==> src/rtl/lpm_pkg.sv <==
package lpm_pkg;
  localparam int ADDR_W = 32;
  localparam int LEN_W  = $clog2(ADDR_W + 1);

  typedef logic [ADDR_W-1:0] addr_t;
  typedef logic [LEN_W-1:0]  plen_t;

  // Upper 'len' bits set; len 0 gives an all-zero mask, len >= ADDR_W all ones.
  function automatic addr_t prefix_mask(input plen_t len);
    addr_t ones;
    ones = '1;
    return ~(ones >> len);
  endfunction
endpackage

==> src/rtl/lpm_route_table.sv <==
module lpm_route_table
  import lpm_pkg::*;
#(
  parameter int ENTRIES = 8,
  parameter int PORT_W  = 4,
  localparam int IDX_W  = $clog2(ENTRIES)
) (
  input  logic               clk,
  input  logic               rst,
  input  logic               wr_en,
  input  logic [IDX_W-1:0]   wr_idx,
  input  logic               wr_vld,
  input  addr_t              wr_pfx,
  input  plen_t              wr_len,
  input  logic [PORT_W-1:0]  wr_port,
  output logic [ENTRIES-1:0] ent_vld,
  output addr_t              ent_pfx  [ENTRIES],
  output plen_t              ent_len  [ENTRIES],
  output logic [PORT_W-1:0]  ent_port [ENTRIES]
);

  // Valid bits carry reset; route payload has none, so it can map to plain storage.
  always_ff @(posedge clk) begin
    if (rst) ent_vld <= '0;
    else if (wr_en) ent_vld[wr_idx] <= wr_vld;
  end

  always_ff @(posedge clk) begin
    if (wr_en) begin
      ent_pfx[wr_idx]  <= wr_pfx;
      ent_len[wr_idx]  <= wr_len;
      ent_port[wr_idx] <= wr_port;
    end
  end

  // a write is held in the addressed entry on the next cycle
  assert_write_lands_R7: assert property (@(posedge clk) disable iff (rst)
    wr_en |=> (ent_vld[$past(wr_idx)] == $past(wr_vld)) &&
              (ent_pfx[$past(wr_idx)] == $past(wr_pfx)) &&
              (ent_len[$past(wr_idx)] == $past(wr_len)) &&
              (ent_port[$past(wr_idx)] == $past(wr_port)));

  // leaving reset, no entry is valid
  assert_cleared_R6: assert property (@(posedge clk) disable iff (rst)
    $past(rst) |-> (ent_vld == '0));

endmodule

==> src/rtl/lpm_match_stage.sv <==
module lpm_match_stage
  import lpm_pkg::*;
#(
  parameter int ENTRIES = 8,
  parameter int PORT_W  = 4
) (
  input  logic               clk,
  input  logic               rst,
  input  logic               take,
  input  addr_t              addr,
  input  logic [ENTRIES-1:0] ent_vld,
  input  addr_t              ent_pfx  [ENTRIES],
  input  plen_t              ent_len  [ENTRIES],
  input  logic [PORT_W-1:0]  ent_port [ENTRIES],
  output logic               s_vld,
  output logic [ENTRIES-1:0] s_match,
  output plen_t              s_len  [ENTRIES],
  output logic [PORT_W-1:0]  s_port [ENTRIES]
);

  logic [ENTRIES-1:0] hit_c;

  for (genvar g = 0; g < ENTRIES; g++) begin : g_cmp
    assign hit_c[g] = ent_vld[g] &&
                      (((addr ^ ent_pfx[g]) & prefix_mask(ent_len[g])) == '0);

    // Length and port are captured with the match bit so a later write cannot skew them.
    always_ff @(posedge clk) begin
      s_len[g]  <= ent_len[g];
      s_port[g] <= ent_port[g];
    end
  end

  always_ff @(posedge clk) begin
    if (rst) begin
      s_vld   <= 1'b0;
      s_match <= '0;
    end else begin
      s_vld   <= take;
      s_match <= take ? hit_c : '0;
    end
  end

endmodule

==> src/rtl/lpm_pick.sv <==
module lpm_pick
  import lpm_pkg::*;
#(
  parameter int ENTRIES = 8,
  parameter int PORT_W  = 4
) (
  input  logic [ENTRIES-1:0] match,
  input  plen_t              len  [ENTRIES],
  input  logic [PORT_W-1:0]  port [ENTRIES],
  output logic               hit,
  output logic [PORT_W-1:0]  win_port
);

  plen_t best;

  // Ascending scan with strict '>' keeps the lowest index on equal lengths.
  always_comb begin
    hit      = 1'b0;
    best     = '0;
    win_port = '0;
    for (int i = 0; i < ENTRIES; i++) begin
      if (match[i] && (!hit || len[i] > best)) begin
        hit      = 1'b1;
        best     = len[i];
        win_port = port[i];
      end
    end
  end

endmodule

==> src/rtl/lpm_lookup_engine.sv <==
module lpm_lookup_engine
  import lpm_pkg::*;
#(
  parameter int ENTRIES = 8,
  parameter int PORT_W  = 4,
  localparam int IDX_W  = $clog2(ENTRIES)
) (
  input  logic              clk,
  input  logic              rst,
  input  logic              wr_en,
  input  logic [IDX_W-1:0]  wr_idx,
  input  logic              wr_vld,
  input  logic [31:0]       wr_pfx,
  input  logic [5:0]        wr_len,
  input  logic [PORT_W-1:0] wr_port,
  input  logic              lk_valid,
  input  logic [31:0]       lk_addr,
  output logic              lk_ready,
  output logic              res_valid,
  output logic              res_hit,
  output logic [PORT_W-1:0] res_port
);

  logic [ENTRIES-1:0] ent_vld;
  addr_t              ent_pfx  [ENTRIES];
  plen_t              ent_len  [ENTRIES];
  logic [PORT_W-1:0]  ent_port [ENTRIES];

  logic               s_vld;
  logic [ENTRIES-1:0] s_match;
  plen_t              s_len  [ENTRIES];
  logic [PORT_W-1:0]  s_port [ENTRIES];

  logic               pick_hit;
  logic [PORT_W-1:0]  pick_port;

  always_ff @(posedge clk) begin
    if (rst) lk_ready <= 1'b0;
    else     lk_ready <= 1'b1;
  end

  lpm_route_table #(.ENTRIES(ENTRIES), .PORT_W(PORT_W)) u_table (
    .clk(clk), .rst(rst), .wr_en(wr_en), .wr_idx(wr_idx), .wr_vld(wr_vld),
    .wr_pfx(wr_pfx), .wr_len(wr_len), .wr_port(wr_port),
    .ent_vld(ent_vld), .ent_pfx(ent_pfx), .ent_len(ent_len), .ent_port(ent_port)
  );

  lpm_match_stage #(.ENTRIES(ENTRIES), .PORT_W(PORT_W)) u_match (
    .clk(clk), .rst(rst), .take(lk_valid && lk_ready), .addr(lk_addr),
    .ent_vld(ent_vld), .ent_pfx(ent_pfx), .ent_len(ent_len), .ent_port(ent_port),
    .s_vld(s_vld), .s_match(s_match), .s_len(s_len), .s_port(s_port)
  );

  lpm_pick #(.ENTRIES(ENTRIES), .PORT_W(PORT_W)) u_pick (
    .match(s_match), .len(s_len), .port(s_port),
    .hit(pick_hit), .win_port(pick_port)
  );

  always_ff @(posedge clk) begin
    if (rst) begin
      res_valid <= 1'b0;
      res_hit   <= 1'b0;
      res_port  <= '0;
    end else begin
      res_valid <= s_vld;
      res_hit   <= s_vld && pick_hit;
      res_port  <= (s_vld && pick_hit) ? pick_port : '0;
    end
  end

  // one answer per accepted address, two cycles later
  assert_latency_R8: assert property (@(posedge clk) disable iff (rst)
    res_valid == $past(lk_valid && lk_ready, 2));

  // ready from the first cycle after reset
  assert_ready_R8: assert property (@(posedge clk) disable iff (rst)
    1'b1 |=> lk_ready);

  // a miss reports port zero
  assert_miss_port_R5: assert property (@(posedge clk) disable iff (rst)
    (res_valid && !res_hit) |-> (res_port == '0));

  // no hit flag without an answer
  assert_hit_needs_valid_R9: assert property (@(posedge clk) disable iff (rst)
    !res_valid |-> !res_hit);

endmodule

==> config.mk <==
export PLATFORM = sky130hd
export DESIGN_NAME = lpm_lookup_engine
export DESIGN_NICKNAME = d
export VERILOG_FILES = /design/src/rtl/lpm_pkg.sv /design/src/rtl/lpm_route_table.sv /design/src/rtl/lpm_match_stage.sv /design/src/rtl/lpm_pick.sv /design/src/rtl/lpm_lookup_engine.sv
export SDC_FILE = /design/constraint.sdc
export NUM_CORES = 1
export LEC_CHECK = 0
export CORE_UTILIZATION = 50
export DETAILED_ROUTE_END_ITERATION = 12
export GPL_TIMING_DRIVEN = 0
export PLACE_DENSITY = 0.67
export SYNTH_ARGS = -nofsm -noshare
export SYNTH_HDL_FRONTEND = slang
export SYNTH_SLANG_ARGS = --single-unit
==> constraint.sdc <==
create_clock -name clk -period 13.2 [get_ports clk]
set_input_delay 1.98 -clock clk [delete_from_list [all_inputs] [get_ports clk]]
set_output_delay 1.98 -clock clk [all_outputs]
set_load 0.01 [all_outputs]
==> impl_metrics.tcl <==
set metrics [dict create \
    place_inst 2202 \
    cts_root_buf "clkbuf_16" \
    finalCritPeriodShare_pct 94.81 \
    antenna_cells 0 \
    dp_hpwl_um 45950 \
    worst_slew_pin_slew_ns 1.131 \
    synth_cell_types 84 \
    combPwrFrac_pct 8.0 \
    critical_path.top_delay_family "compound AO/OA/AOI/OAI gates" \
    final_antenna_net_count 0 \
    synthCells 1614 \
    clk_path_buf_depth 3 \
    ios 89 \
    drv_slew 0 \
    wire_per_inst_um 27.44 \
    first_pass_iters 6 \
    finalHoldViolations 0 \
    insertion_delay_ns 0.59 \
    cts_made_buffers 45 \
    slew_headroom_pct 24.57 \
    power.switching_uw 736.0 \
    whs_ns 0.3408 \
    yosysWarnings 0 \
    synth_top_area_share_pct 50.67 \
    cp_common_cell "ha_1" \
    power_density_nw_per_um2 134.3 \
    cpPeakStageDelay_ns 0.59 \
    clkSinkCount 440 \
    die_y_um 201.6 \
    worstSetupStartpointType "flop" \
    fin_skew_ns 0.02601 \
    die_w_um 201.6 \
    slowest_stage "a2111oi_2" \
    max_clock_freq_mhz 79.91 \
    drt_iter0_drc 1596 \
    cp.required_ns 13.67 \
    syn_area_per_cell_um2 12.34 \
    grt_pass1_vias 13487 \
    leakagePower_nw 7.746 \
    portBuffers 55 \
    ys.flop_type "edfxtp_1" \
    seq_area_frac_synth_pct 61.13 \
    synth_common_cells "edfxtp_1 (336), xnor2_1 (146), a21oi_1 (127), xor2_1 (110), dfxtp_1 (104)" \
    globalRouteOverflowTotal 0 \
    grt_use_total_pct 31.16 \
    setup_violations 0 \
    arrival_ns 12.98 \
    seqPwrFrac_pct 50.2 \
    fp-row-count 72 \
    hp-class "flop to flop" \
    clockPowerShare_pct 41.8 \
    grt_max_degree 33 \
    fin_cells 2290 \
    final_nets 1859 \
    r2r-start "u_match.s_match[0]$_SDFF_PP0_" \
    hold_start "u_table.ent_port[1]$_DFFE_PP_" \
    grt_pass1_wl_um 89770 \
    die-area_um2 40620 \
    drc_errors 0 \
    outcome "complete, no violations" \
    critPathBufInv 8 \
    clk_pin_slew_ns 0.06 \
    critPathCaptureType "flop" \
    critPathKind "flop to flop" \
    core_um2 38920 \
    switching_share_pct 23.73 \
    vias 13971 \
    synth.ff_latch_count 440 \
    synth-edff-count 336 \
    vdd.ir_drop.worst_mv 0.1027 \
    startpoint "u_match.s_match[0]$_SDFF_PP0_" \
    cts.htree.levels 2 \
    synth.most_common_cell "edfxtp_1" \
    syn_nets 1738 \
    cap_violations 0 \
    place.gp.congestion 0.9744 \
    antenna_found_initial 3 \
    synth_area_um2 19910 \
    postCtsHoldBufs 0 \
    synth_top_area_cell "edfxtp_1" \
    fin_crit_ns 12.51 \
    crit_fanout 10 \
    intPower_mw 2.366 \
    cts_tree "yes" \
    start_util_pct 51.16 \
    synthTopCellsByArea "edfxtp_1 (51%), dfxtp_1 (10%), xnor2_1 (6.4%)" \
    routed_wl_um 62830 \
    vias_per_cell 6.101 \
    async_reset_ff_share_pct 0 \
    drive_gt1_share_pct 8.521 \
    areaGrowthSynthToFinish_pct 16.02 \
]
==> logic make-up (layout without fill, tap and decap cells) <==
| kind of cell | after synthesis | in the layout | share of synthesized area [%] |
|---|---|---|---|
| flip-flops | 440 | 440 | 61.13 |
| AO/OA/AOI/OAI | 438 | 438 | 14.60 |
| AND/OR/NAND/NOR | 312 | 312 | 7.754 |
| XOR/XNOR | 256 | 256 | 11.26 |
| buffers and inverters | 122 | 280 | 2.413 |
| adder cells (fa/ha/maj) | 43 | 43 | 2.689 |
| multiplexers | 3 | 3 | 0.1571 |
==> per-stage QoR <==
step | cell area [um2] | util, % | power (mW) | setup slack (ns) | setup TNS, ns
after floorplan | 19910 | - | 1.712 | 1.982 | 0
after global placement | 21110 | 54.24 | 1.822 | -1.088 | -4.186
after detailed placement | 21400 | 54.98 | 1.827 | -1.081 | -4.271
after CTS | 22980 | 59.06 | 3.111 | 0.07780 | 0
after global routing | 23100 | 59.36 | 3.181 | -0.03985 | -0.05467
final | 23100 | 59.36 | 3.102 | 0.6854 | 0
==> power groups by stage <==
| stage | clock network, mW | registers [mW] | logic [mW] |
|---|---|---|---|
| after floorplan | 0 | 1.58 | 0.133 |
| after global placement | 0 | 1.59 | 0.234 |
| after detailed placement | 0 | 1.59 | 0.241 |
| after CTS | 1.31 | 1.56 | 0.242 |
| after global routing | 1.36 | 1.56 | 0.260 |
| final | 1.30 | 1.56 | 0.247 |
==> state kept, by name, indices dropped and copies added (netlist names) <==
register          cells
res_valid             1
u_match.s_len        48
res_hit               1
u_match.s_vld         1
u_table.ent_len      48
u_table.ent_pfx     256
u_table.ent_vld       8
u_match.s_port       32
lk_ready              1
u_table.ent_port     32
u_match.s_match       8
res_port              4
==> final cells by class <==
cell class                 instances  area (um2)
fill                            3227       15820
sequential                       440       12170
multi-input combinational       1052        7452
clock buffer                      58        1267
timing repair buffer              74       812.0
tap                              518       648.1
buffer                            86       355.3
clock inverter                    26       260.3
inverter                          36       135.1
==> worst paths after layout <==
check | endpoint | slack (ns) | cells past startpoint
worst max register to register | res_port[3]$_SDFF_PP0_ | 0.69 | 50
worst min register to register | u_match.s_port[1]$_DFF_P_ | 0.34 | 0
worst max-delay path | res_port[3]$_SDFF_PP0_ | 0.69 | 50
worst min-delay path | u_match.s_port[1]$_DFF_P_ | 0.34 | 0
==> placed cells by master, fill, tap and decap left out, drive strengths merged, types with 55 or more instances in the layout <==
master	n
a21oi	128
clkbuf	131
clkdlybuf4s50	55
dfxtp	104
xnor2	146
nor2	77
xor2	110
edfxtp	336
o21ai	91
nand2	84
==> routing by layer <==
layer | vias to the layer above | wire length, um | global-route usage, %
li1 | 6312 | - | -
met1 | 6774 | 24480 | 40.14
met2 | 717 | 28660 | 49.11
met3 | 168 | 5310 | 5.037
met4 | 0 | 4385 | 19.91
met5 | - | 0 | 0
==> repair_timing <==
action,CTS,global route
resized for setup,14,22
buffers inserted,1,3
cloned,0,0
pin swaps,1,1
endpoints found under the setup margin,4,4
(Power assumes the default switching activity.)
